File: config.mk
export PLATFORM = sky130hd
export DESIGN_NAME = twist_cycle_ctr
export DESIGN_NICKNAME = d
export VERILOG_FILES = /design/src/rtl/twc_pkg.sv /design/src/rtl/twc_member_chk.sv /design/src/rtl/twc_feedback.sv /design/src/rtl/twc_stage_reg.sv /design/src/rtl/twist_cycle_ctr.sv
export SDC_FILE = /design/constraint.sdc
export NUM_CORES = 1
export LEC_CHECK = 0
export BUFFER_PORTS_ARGS = -buffer_cell sky130_fd_sc_hd__buf_2
export CORE_AREA = 4 4 41 43
export DETAILED_ROUTE_END_ITERATION = 8
export DIE_AREA = 0 0 45 47
export GPL_ROUTABILITY_DRIVEN = 0
export PLACE_DENSITY = 0.41
export SLEW_MARGIN = 40
export SYNTH_ARGS = -nofsm -noshare
export SYNTH_HDL_FRONTEND = slang
export SYNTH_HIERARCHICAL = 1
export SYNTH_SLANG_ARGS = --single-unit
File: constraint.sdc
create_clock -name clk -period 1.5 [get_ports clk]
set_input_delay 0.15 -clock clk [delete_from_list [all_inputs] [get_ports clk]]
set_output_delay 0.15 -clock clk [all_outputs]
set_load 0.03 [all_outputs]
File: src/rtl/twc_pkg.sv
package twc_pkg;
  typedef enum logic [1:0] {
    CYC_FULL     = 2'b00,
    CYC_ODD      = 2'b01,
    CYC_EVEN     = 2'b10,
    CYC_FULL_ALT = 2'b11
  } cyc_mode_e;
endpackage

File: src/rtl/twc_member_chk.sv
// Flags whether the present state belongs to the cycle the mode selects.
module twc_member_chk #(
  parameter int N = 4
) (
  input  logic [N-1:0] state,
  input  logic [1:0]   mode,
  output logic         in_cycle
);
  import twc_pkg::*;
  localparam int NPAT = 2 * N;
  localparam logic [N-1:0] ONES = '1;
  localparam int IDX_ALL1 = N - 1;
  localparam int IDX_ALL0 = NPAT - 1;

  logic [NPAT-1:0] hit;
  logic [NPAT-1:0] allowed;

  // Pattern k: k+1 ones at the low end for k<N, else ones shifted left.
  for (genvar k = 0; k < NPAT; k++) begin : g_pat
    localparam logic [N-1:0] PAT = (k < N) ? (ONES >> (N - 1 - k))
                                           : (ONES << (k - N + 1));
    assign hit[k] = (state == PAT);
  end

  always_comb begin
    allowed = '1;
    case (cyc_mode_e'(mode))
      CYC_ODD:  allowed[IDX_ALL0] = 1'b0;
      CYC_EVEN: begin
        allowed[IDX_ALL0] = 1'b0;
        allowed[IDX_ALL1] = 1'b0;
      end
      default: ;
    endcase
  end

  assign in_cycle = |(hit & allowed);
endmodule

File: src/rtl/twc_feedback.sv
// Serial bit for the rightmost stage, built from the two leftmost stages.
module twc_feedback #(
  parameter int N = 4
) (
  input  logic [N-1:0] state,
  input  logic [1:0]   mode,
  output logic         serial_in
);
  import twc_pkg::*;
  logic sa, sb;
  assign sa = state[N-1];
  assign sb = state[N-2];

  always_comb begin
    case (cyc_mode_e'(mode))
      CYC_ODD:  serial_in = ~(sa & sb);          // 10..0 re-enters at 00..01
      CYC_EVEN: serial_in = (~sa & ~sb) | (sa & ~sb); // also 01..1 -> 11..10
      default:  serial_in = ~sa;                 // plain twisted ring
    endcase
  end
endmodule

File: src/rtl/twc_stage_reg.sv
// State register: clear first, then recovery, then shift.
module twc_stage_reg #(
  parameter int N = 4
) (
  input  logic         clk,
  input  logic         clr_n,
  input  logic         in_cycle,
  input  logic         serial_in,
  output logic [N-1:0] state
);
  localparam logic [N-1:0] START = {{(N-1){1'b0}}, 1'b1};

  always_ff @(posedge clk) begin
    if (!clr_n)        state <= START;
    else if (!in_cycle) state <= START;
    else               state <= {state[N-2:0], serial_in};
  end
endmodule

File: src/rtl/twist_cycle_ctr.sv
module twist_cycle_ctr #(
  parameter int N = 4
) (
  input  logic         clk,
  input  logic         clr_n,
  input  logic [1:0]   mode,
  input  logic         out_en,
  output logic [N-1:0] stage_q,
  output logic         last_state
);
  localparam logic [N-1:0] LAST = {1'b1, {(N-1){1'b0}}};

  logic [N-1:0] cnt_q;
  logic         in_cycle;
  logic         serial_in;

  twc_member_chk #(.N(N)) u_member (
    .state(cnt_q), .mode(mode), .in_cycle(in_cycle)
  );

  twc_feedback #(.N(N)) u_fb (
    .state(cnt_q), .mode(mode), .serial_in(serial_in)
  );

  twc_stage_reg #(.N(N)) u_reg (
    .clk(clk), .clr_n(clr_n), .in_cycle(in_cycle),
    .serial_in(serial_in), .state(cnt_q)
  );

  assign stage_q    = out_en ? cnt_q : '0;
  assign last_state = (cnt_q == LAST);
endmodule

==> flow_summary.toml, run 1 <==
[run_status]
outcome = "completed"

[clock_tree]
holdBufCountCts = 0
cts_sinks = 4
cts_tree = "built"
cts-root-buf = "clkbuf_4"
cts_resized = 0
cts_buffers = 3
post-cts-setup-buffers = 0
cts.htree.levels = 1
max-clock-path-buffers = 2
clk_pin_slew_ps = 40
clkLatencyLatePin_ps = 230

[worst_setup_path]
required_ps = 1350
worstSetupStartpointType = "flop"
slowest_stage = "dfxtp_1"
crit_fanout = 7
cp.arrival_ps = 1160
slowest_delay_ps = 460
path_cells = "nor4b_2 -> buf_2"
critPathCaptureType = "output port"
path_class = "flop to output port"

[timing]
hold_violations = 0
fin_skew_ps = 2.55
drv_slew = 0
finalSetupTns_ps = 0
hold_slack_ps = 134
post-route-period-util_pct = 87.2
period_needed_ps = 1310
rsz0062_at_grt = "false"
tightest_slew_ps = 273
timing.fmax_ghz = 0.765
worst_slack_ps = 193
slew-limit-headroom_pct = 81.7
setup_viol = 0

[grt]
grt-ovfl-total = 0
antenna_found_initial = 0
gr-usage-all-layers_pct = 6.63
grt_max_degree = 8
grt_pass1_wl_um = 931
first_global_vias = 228

[floorplanning]
die_y_um = 47
die_w_um = 45
start_util_pct = 20.2
rows = 13
coreArea_sq_um = 1300
pin_count = 10
design.die.area_sq_um = 2120

[detailed_routing]
wl_per_cell_um = 10.4
ant_nets = 0
dr_total_vias = 233
via_per_inst = 4.24
route.detailed.drc = 0
routed_wl_um = 574
dr.first_iter.drc_count = 3
dr.pass1.iters = 3

[finish]
nFillCells = 158
largest_reg_flops = 4
instances_no_fill = 55
final_core_util_pct = 26.8
syn_to_final_growth_pct = 32.9
antenna_cells = 0
max_flop_register = "u_reg/state"
top_regs = "u_reg/state x4"
layout-drive-gt1-share_pct = 35.0
nNetsFinal = 50

[logic_synthesis]
ys.flop_type = "dfxtp_1"
synth_seq_cells = 4
synth_edf_count = 0
synth-warning-count = 6
synthCells = 28
async_flop_share_pct = 0
synth_top_area_share_pct = 30.5
yosysUniqueCellTypes = 14
synth_nets = 36
synth_common_cells = "4 x and2_1, 4 x dfxtp_1, 3 x and3_1, 3 x ha_1, 3 x inv_1"
synth_top_cell_by_area = "dfxtp_1"
yosys-top-cells-area = "dfxtp_1 30%, ha_1 14%, and2_1 9.5%"
yosysSeqAreaShare_pct = 30.5
synth.cell_area_sq_um = 263
postSynthAreaPerCell_sq_um = 9.38

[place]
preCtsSetupSlack_ps = 155
port-buffer-count = 9
dp.cells = 52
hpwl_um = 448

[job]
cap_violations = 0

[power_and_ir_drop]
leakagePower_nw = 0.172
p_per_area_nw_per_um2 = 1110
ir_worst_vdd_mv = 0.465

[hold_path]
hp-class = "primary input to flop"
[stage by stage]
| step | cell area [sq um] | total power [mW] |
|---|---|---|
| after floorplan | 263 | 0.225 |
| after global placement | 327 | 0.257 |
| final | 349 | 0.388 |
| after CTS | 349 | 0.398 |
| after detailed placement | 327 | 0.259 |
| after global routing | 349 | 0.423 |
[kinds of logic (layout without fill, tap and decap cells)]
| group | Yosys count | count (layout) | synth area share (%) |
|---|---|---|---|
| compound gates | 3 | 3 | 11.0 |
| fa+ha+maj | 3 | 3 | 14.3 |
| buf+inv | 3 | 15 | 4.29 |
| flops | 4 | 4 | 30.5 |
| mux | 2 | 2 | 7.62 |
| simple gates | 13 | 13 | 32.4 |
[cell usage in the layout, fill, tap and decap left out]
| cell | synthesis | layout |
|---|---|---|
| buf_2 | 0 | 9 |
| a21oi_1 | 1 | 1 |
| or3_1 | 1 | 1 |
| clkbuf_4 | 0 | 3 |
| dfxtp_1 | 4 | 4 |
| nand3_1 | 1 | 1 |
| nor4b_2 | 1 | 1 |
| mux2i_1 | 2 | 2 |
| nor2_1 | 2 | 2 |
| nand3b_1 | 1 | 1 |
| ha_1 | 3 | 3 |
| and2_1 | 4 | 4 |
| inv_1 | 3 | 3 |
| and3_1 | 3 | 3 |
| o211ai_1 | 1 | 1 |
| o32ai_2 | 1 | 1 |
[power by group]
part | leakage, nW | internal [mW] | switching, mW
registers | 0.0330 | 0.124 | 0.0285
logic | 0.125 | 0.0474 | 0.0557
clock network | 0.0138 | 0.0894 | 0.0423
total | 0.172 | 0.261 | 0.126
[layout make-up]
type                    instances  area [sq um]  share of cell area, %
well taps                      15          18.8                   5.38
inverters                       3          11.3                   3.23
flip-flops and latches          4          80.1                   22.9
clock buffers                   3          22.5                   6.45
multi-input cells              21           171                   49.1
repair buffers                  9          45.0                   12.9
[worst max-delay path: cells and delay by family (launching register included)]
kind	cells	cell delay (ps)
buffers and inverters	1	230
AND/OR/NAND/NOR	1	230
flip-flops	1	460
[routing by layer]
layer | part of all wire (%) | global-route usage, %
met1 | 47 | 6.58
met5 | 0 | 0
met4 | 0 | 5.26
met2 | 44 | 10.2
met3 | 8.9 | 3.83
[final timing paths]
check                                       to           start  depth (start not counted)  slack [ps]
worst max register to register  u_reg/state[1]  u_reg/state[3]                          4         240
worst min-delay path            u_reg/state[0]           clr_n                          2         130
worst max-delay path                last_state  u_reg/state[3]                          2         190
worst min register to register  u_reg/state[2]  u_reg/state[1]                          1         570
Note: power is estimated with default switching activity, not from simulation.
==> run 2: changes to the inputs <==
--- a/config.mk
+++ b/config.mk
@@ -5,12 +5,13 @@
 export SDC_FILE = /design/constraint.sdc
 export NUM_CORES = 1
 export LEC_CHECK = 0
+export ABC_AREA = 1
 export BUFFER_PORTS_ARGS = -buffer_cell sky130_fd_sc_hd__buf_2
 export CORE_AREA = 4 4 41 43
 export DETAILED_ROUTE_END_ITERATION = 8
 export DIE_AREA = 0 0 45 47
 export GPL_ROUTABILITY_DRIVEN = 0
-export PLACE_DENSITY = 0.41
+export PLACE_DENSITY = 0.44
 export SLEW_MARGIN = 40
 export SYNTH_ARGS = -nofsm -noshare
 export SYNTH_HDL_FRONTEND = slang
==> constraint.sdc (replaced) <==
create_clock -name clk -period 1.5 [get_ports clk]
set_input_delay 0.075 -clock clk [delete_from_list [all_inputs] [get_ports clk]]
set_output_delay 0.075 -clock clk [all_outputs]
set_load 0.03 [all_outputs]
==> flow_summary.toml, run 2 <==
[run_status]
outcome = "completed"

[logic_synthesis]
synth_nets = 59
yosysSeqAreaShare_pct = 27.1
synth.most_common_cell = "inv_1"
synth_top_cell_by_area = "dfxtp_1"
synth-simple-area-share_pct = 27.1
async_flop_share_pct = 0
synth_common_cells = "18 x inv_1, 15 x nand2_1, 5 x nor2_1, 4 x dfxtp_1, 3 x ha_1"
synth-warning-count = 6
synth_xor_area_share_pct = 0
postSynthAreaPerCell_sq_um = 5.79
synth_adder_area_share_pct = 12.7
synth_edf_count = 0
synth_top_area_share_pct = 27.1
synthCells = 51
synth.cell_area_sq_um = 295
synth_compound_area_share_pct = 8.90
synth_seq_cells = 4
yosys-top-cells-area = "dfxtp_1 27%, inv_1 23%, nand2_1 19%"
muxShareOfSynthArea_pct = 0
yosysUniqueCellTypes = 10
ys.flop_type = "dfxtp_1"
synth_top_family_by_area = "simple AND/OR/NAND/NOR gates"

[power_and_ir_drop]
p_sw_mw = 0.120
sw_frac_of_total_pct = 32.9
p_int_mw = 0.244
leakagePower_nw = 0.262
ir_worst_vdd_mv = 0.495
power_frac_comb_pct = 25.9
clock_power_share_pct = 36.1
seqPwrFrac_pct = 38.0
p_per_area_nw_per_um2 = 955

[timing]
timing.fmax_ghz = 0.925
drv_slew = 0
tightest_slew_ps = 253
slew-limit-headroom_pct = 83.1
finalSetupTns_ps = 0
hold_violations = 0
fin_skew_ps = 2.75
worst_slack_ps = 419
period_needed_ps = 1080
setup_viol = 0
post-route-period-util_pct = 72.1
rsz0062_at_grt = "false"

[worst_setup_path]
slowest_stage = "dfxtp_1"
rr_endpoint = "u_reg/state[2]"
crit_fanout = 7
slowest_delay_ps = 450
r2r-start = "u_reg/state[2]"
r2r_cells = 6
required_ps = 1420
critPathCaptureType = "output port"
path_class = "flop to output port"
cp.arrival_ps = 1010
worstSetupStartpointType = "flop"
rrSetupSlack_ps = 470
path_cells = "inv_1 -> nand2_1 -> nor2_1 -> buf_2"

[floorplanning]
die_w_um = 45
design.die.area_sq_um = 2120
die_y_um = 47
pin_count = 10
start_util_pct = 22.7
coreArea_sq_um = 1300
rows = 13

[grt]
grt-ovfl-total = 0
antenna_found_initial = 0
use_met2_pct = 9.89
grt_max_degree = 8
first_global_vias = 253
gr-usage-all-layers_pct = 6.08
grt_busiest_layer = "met2"
use_met1_pct = 6.82
grt_pass1_wl_um = 917
met3_usage_pct = 1.15

[finish]
mostFrequentLayoutCells = "18 x inv_1, 15 x nand2_1, 9 x buf_2"
antenna_cells = 0
nNetsFinal = 73
final_cell_area_sq_um = 382
syn_to_final_growth_pct = 29.2
layout_commonest_cell = "inv_1"
top_regs = "u_reg/state x4"
max_flop_register = "u_reg/state"
final_core_util_pct = 29.3
largest_reg_flops = 4
layout-drive-gt1-share_pct = 22.2

[clock_tree]
clkLatencyLatePin_ps = 230
clk_pin_slew_ps = 40
cts_sinks = 4
cts.htree.levels = 1
cts_resized = 0
cts-root-buf = "clkbuf_4"
cts_tree = "built"
cts_buffers = 3
max-clock-path-buffers = 2
holdBufCountCts = 0
post-cts-setup-buffers = 0

[place]
placed_cell_area_sq_um = 359
preCtsSetupSlack_ps = 456
hpwl_um = 455
port-buffer-count = 9

[hold_path]
hp-class = "primary input to flop"
whs_path_depth = 2
hold-path-endpoint = "u_reg/state[0]"
hp-start = "clr_n"

[detailed_routing]
ant_nets = 0
wl_per_cell_um = 7.01
dr_total_vias = 288
routed_wl_um = 547
route.detailed.drc = 0
dr.pass1.iters = 3
dr.first_iter.drc_count = 6
via_per_inst = 3.69

[job]
cap_violations = 0
[run 2: cell types whose count changed after synthesis, sizes merged, moves of 2 or more]
cell | previous run | this run
inv | 3 | 19
nand2 | 0 | 15
nor2 | 2 | 5
o21ai | 0 | 2
and2 | 4 | 0
and3 | 3 | 0
mux2i | 2 | 0
[run 2: cell type report]
cell class | count | area (sq um)
Inverter | 19 | 71.3
Timing Repair Buffer | 9 | 45.0
Tap cell | 15 | 18.8
Multi-Input combinational cell | 28 | 144
Clock buffer | 3 | 22.5
Fill cell | 163 | 920
Sequential cell | 4 | 80.1
[run 2: metal layers]
layer / part of all wire (%) / wire, um / up-vias
li1: - / - / 166
met1: 49 / 269 / 116
met2: 44 / 242 / 6
met3: 6.6 / 36 / 0
met4: 0 / 0 / 0
met5: 0 / 0 / -
[run 2: cell families after synthesis]
| kind of cell | Yosys count |
|---|---|
| flip-flops | 4 |
| AND/OR/NAND/NOR | 21 |
| buffers and inverters | 19 |
| adder cells (fa/ha/maj) | 3 |
| AO/OA/AOI/OAI | 4 |
[run 2: worst max path at each step]
stage / end / startpoint / slack (ps)
after floorplan: last_state / u_reg/state[2] / 580
after global placement: u_reg/state[1] / u_reg/state[2] / 490
after detailed placement: u_reg/state[2] / u_reg/state[2] / 460
after CTS: last_state / u_reg/state[2] / 390
after global routing: u_reg/state[3] / u_reg/state[2] / 300
final: last_state / u_reg/state[2] / 420
[run 2: worst max-delay path, delay by kind of cell (launching register included)]
kind | cells | cell delay (ps)
DFF | 1 | 450
and+or+nand+nor | 2 | 90
buffers and inverters | 2 | 230
[run 2: power by group through the flow]
stage          combinational [mW]  sequential (mW)  clock [mW]
6_report                   0.0943            0.138       0.132
3_5_place_dp               0.0964            0.141           0
2_1_floorplan              0.0728            0.135           0
5_1_grt                     0.112            0.142       0.144
3_3_place_gp               0.0967            0.141           0
4_1_cts                    0.0966            0.139       0.142
[run 2: metrics by stage]
step,total power [mW],hold slack (ps),instances
detailed placement,0.238,290,75
floorplan,0.208,160,51
finish,0.364,48.1,78
global route,0.399,63.5,78
CTS,0.378,40.5,78
global placement,0.238,284,75
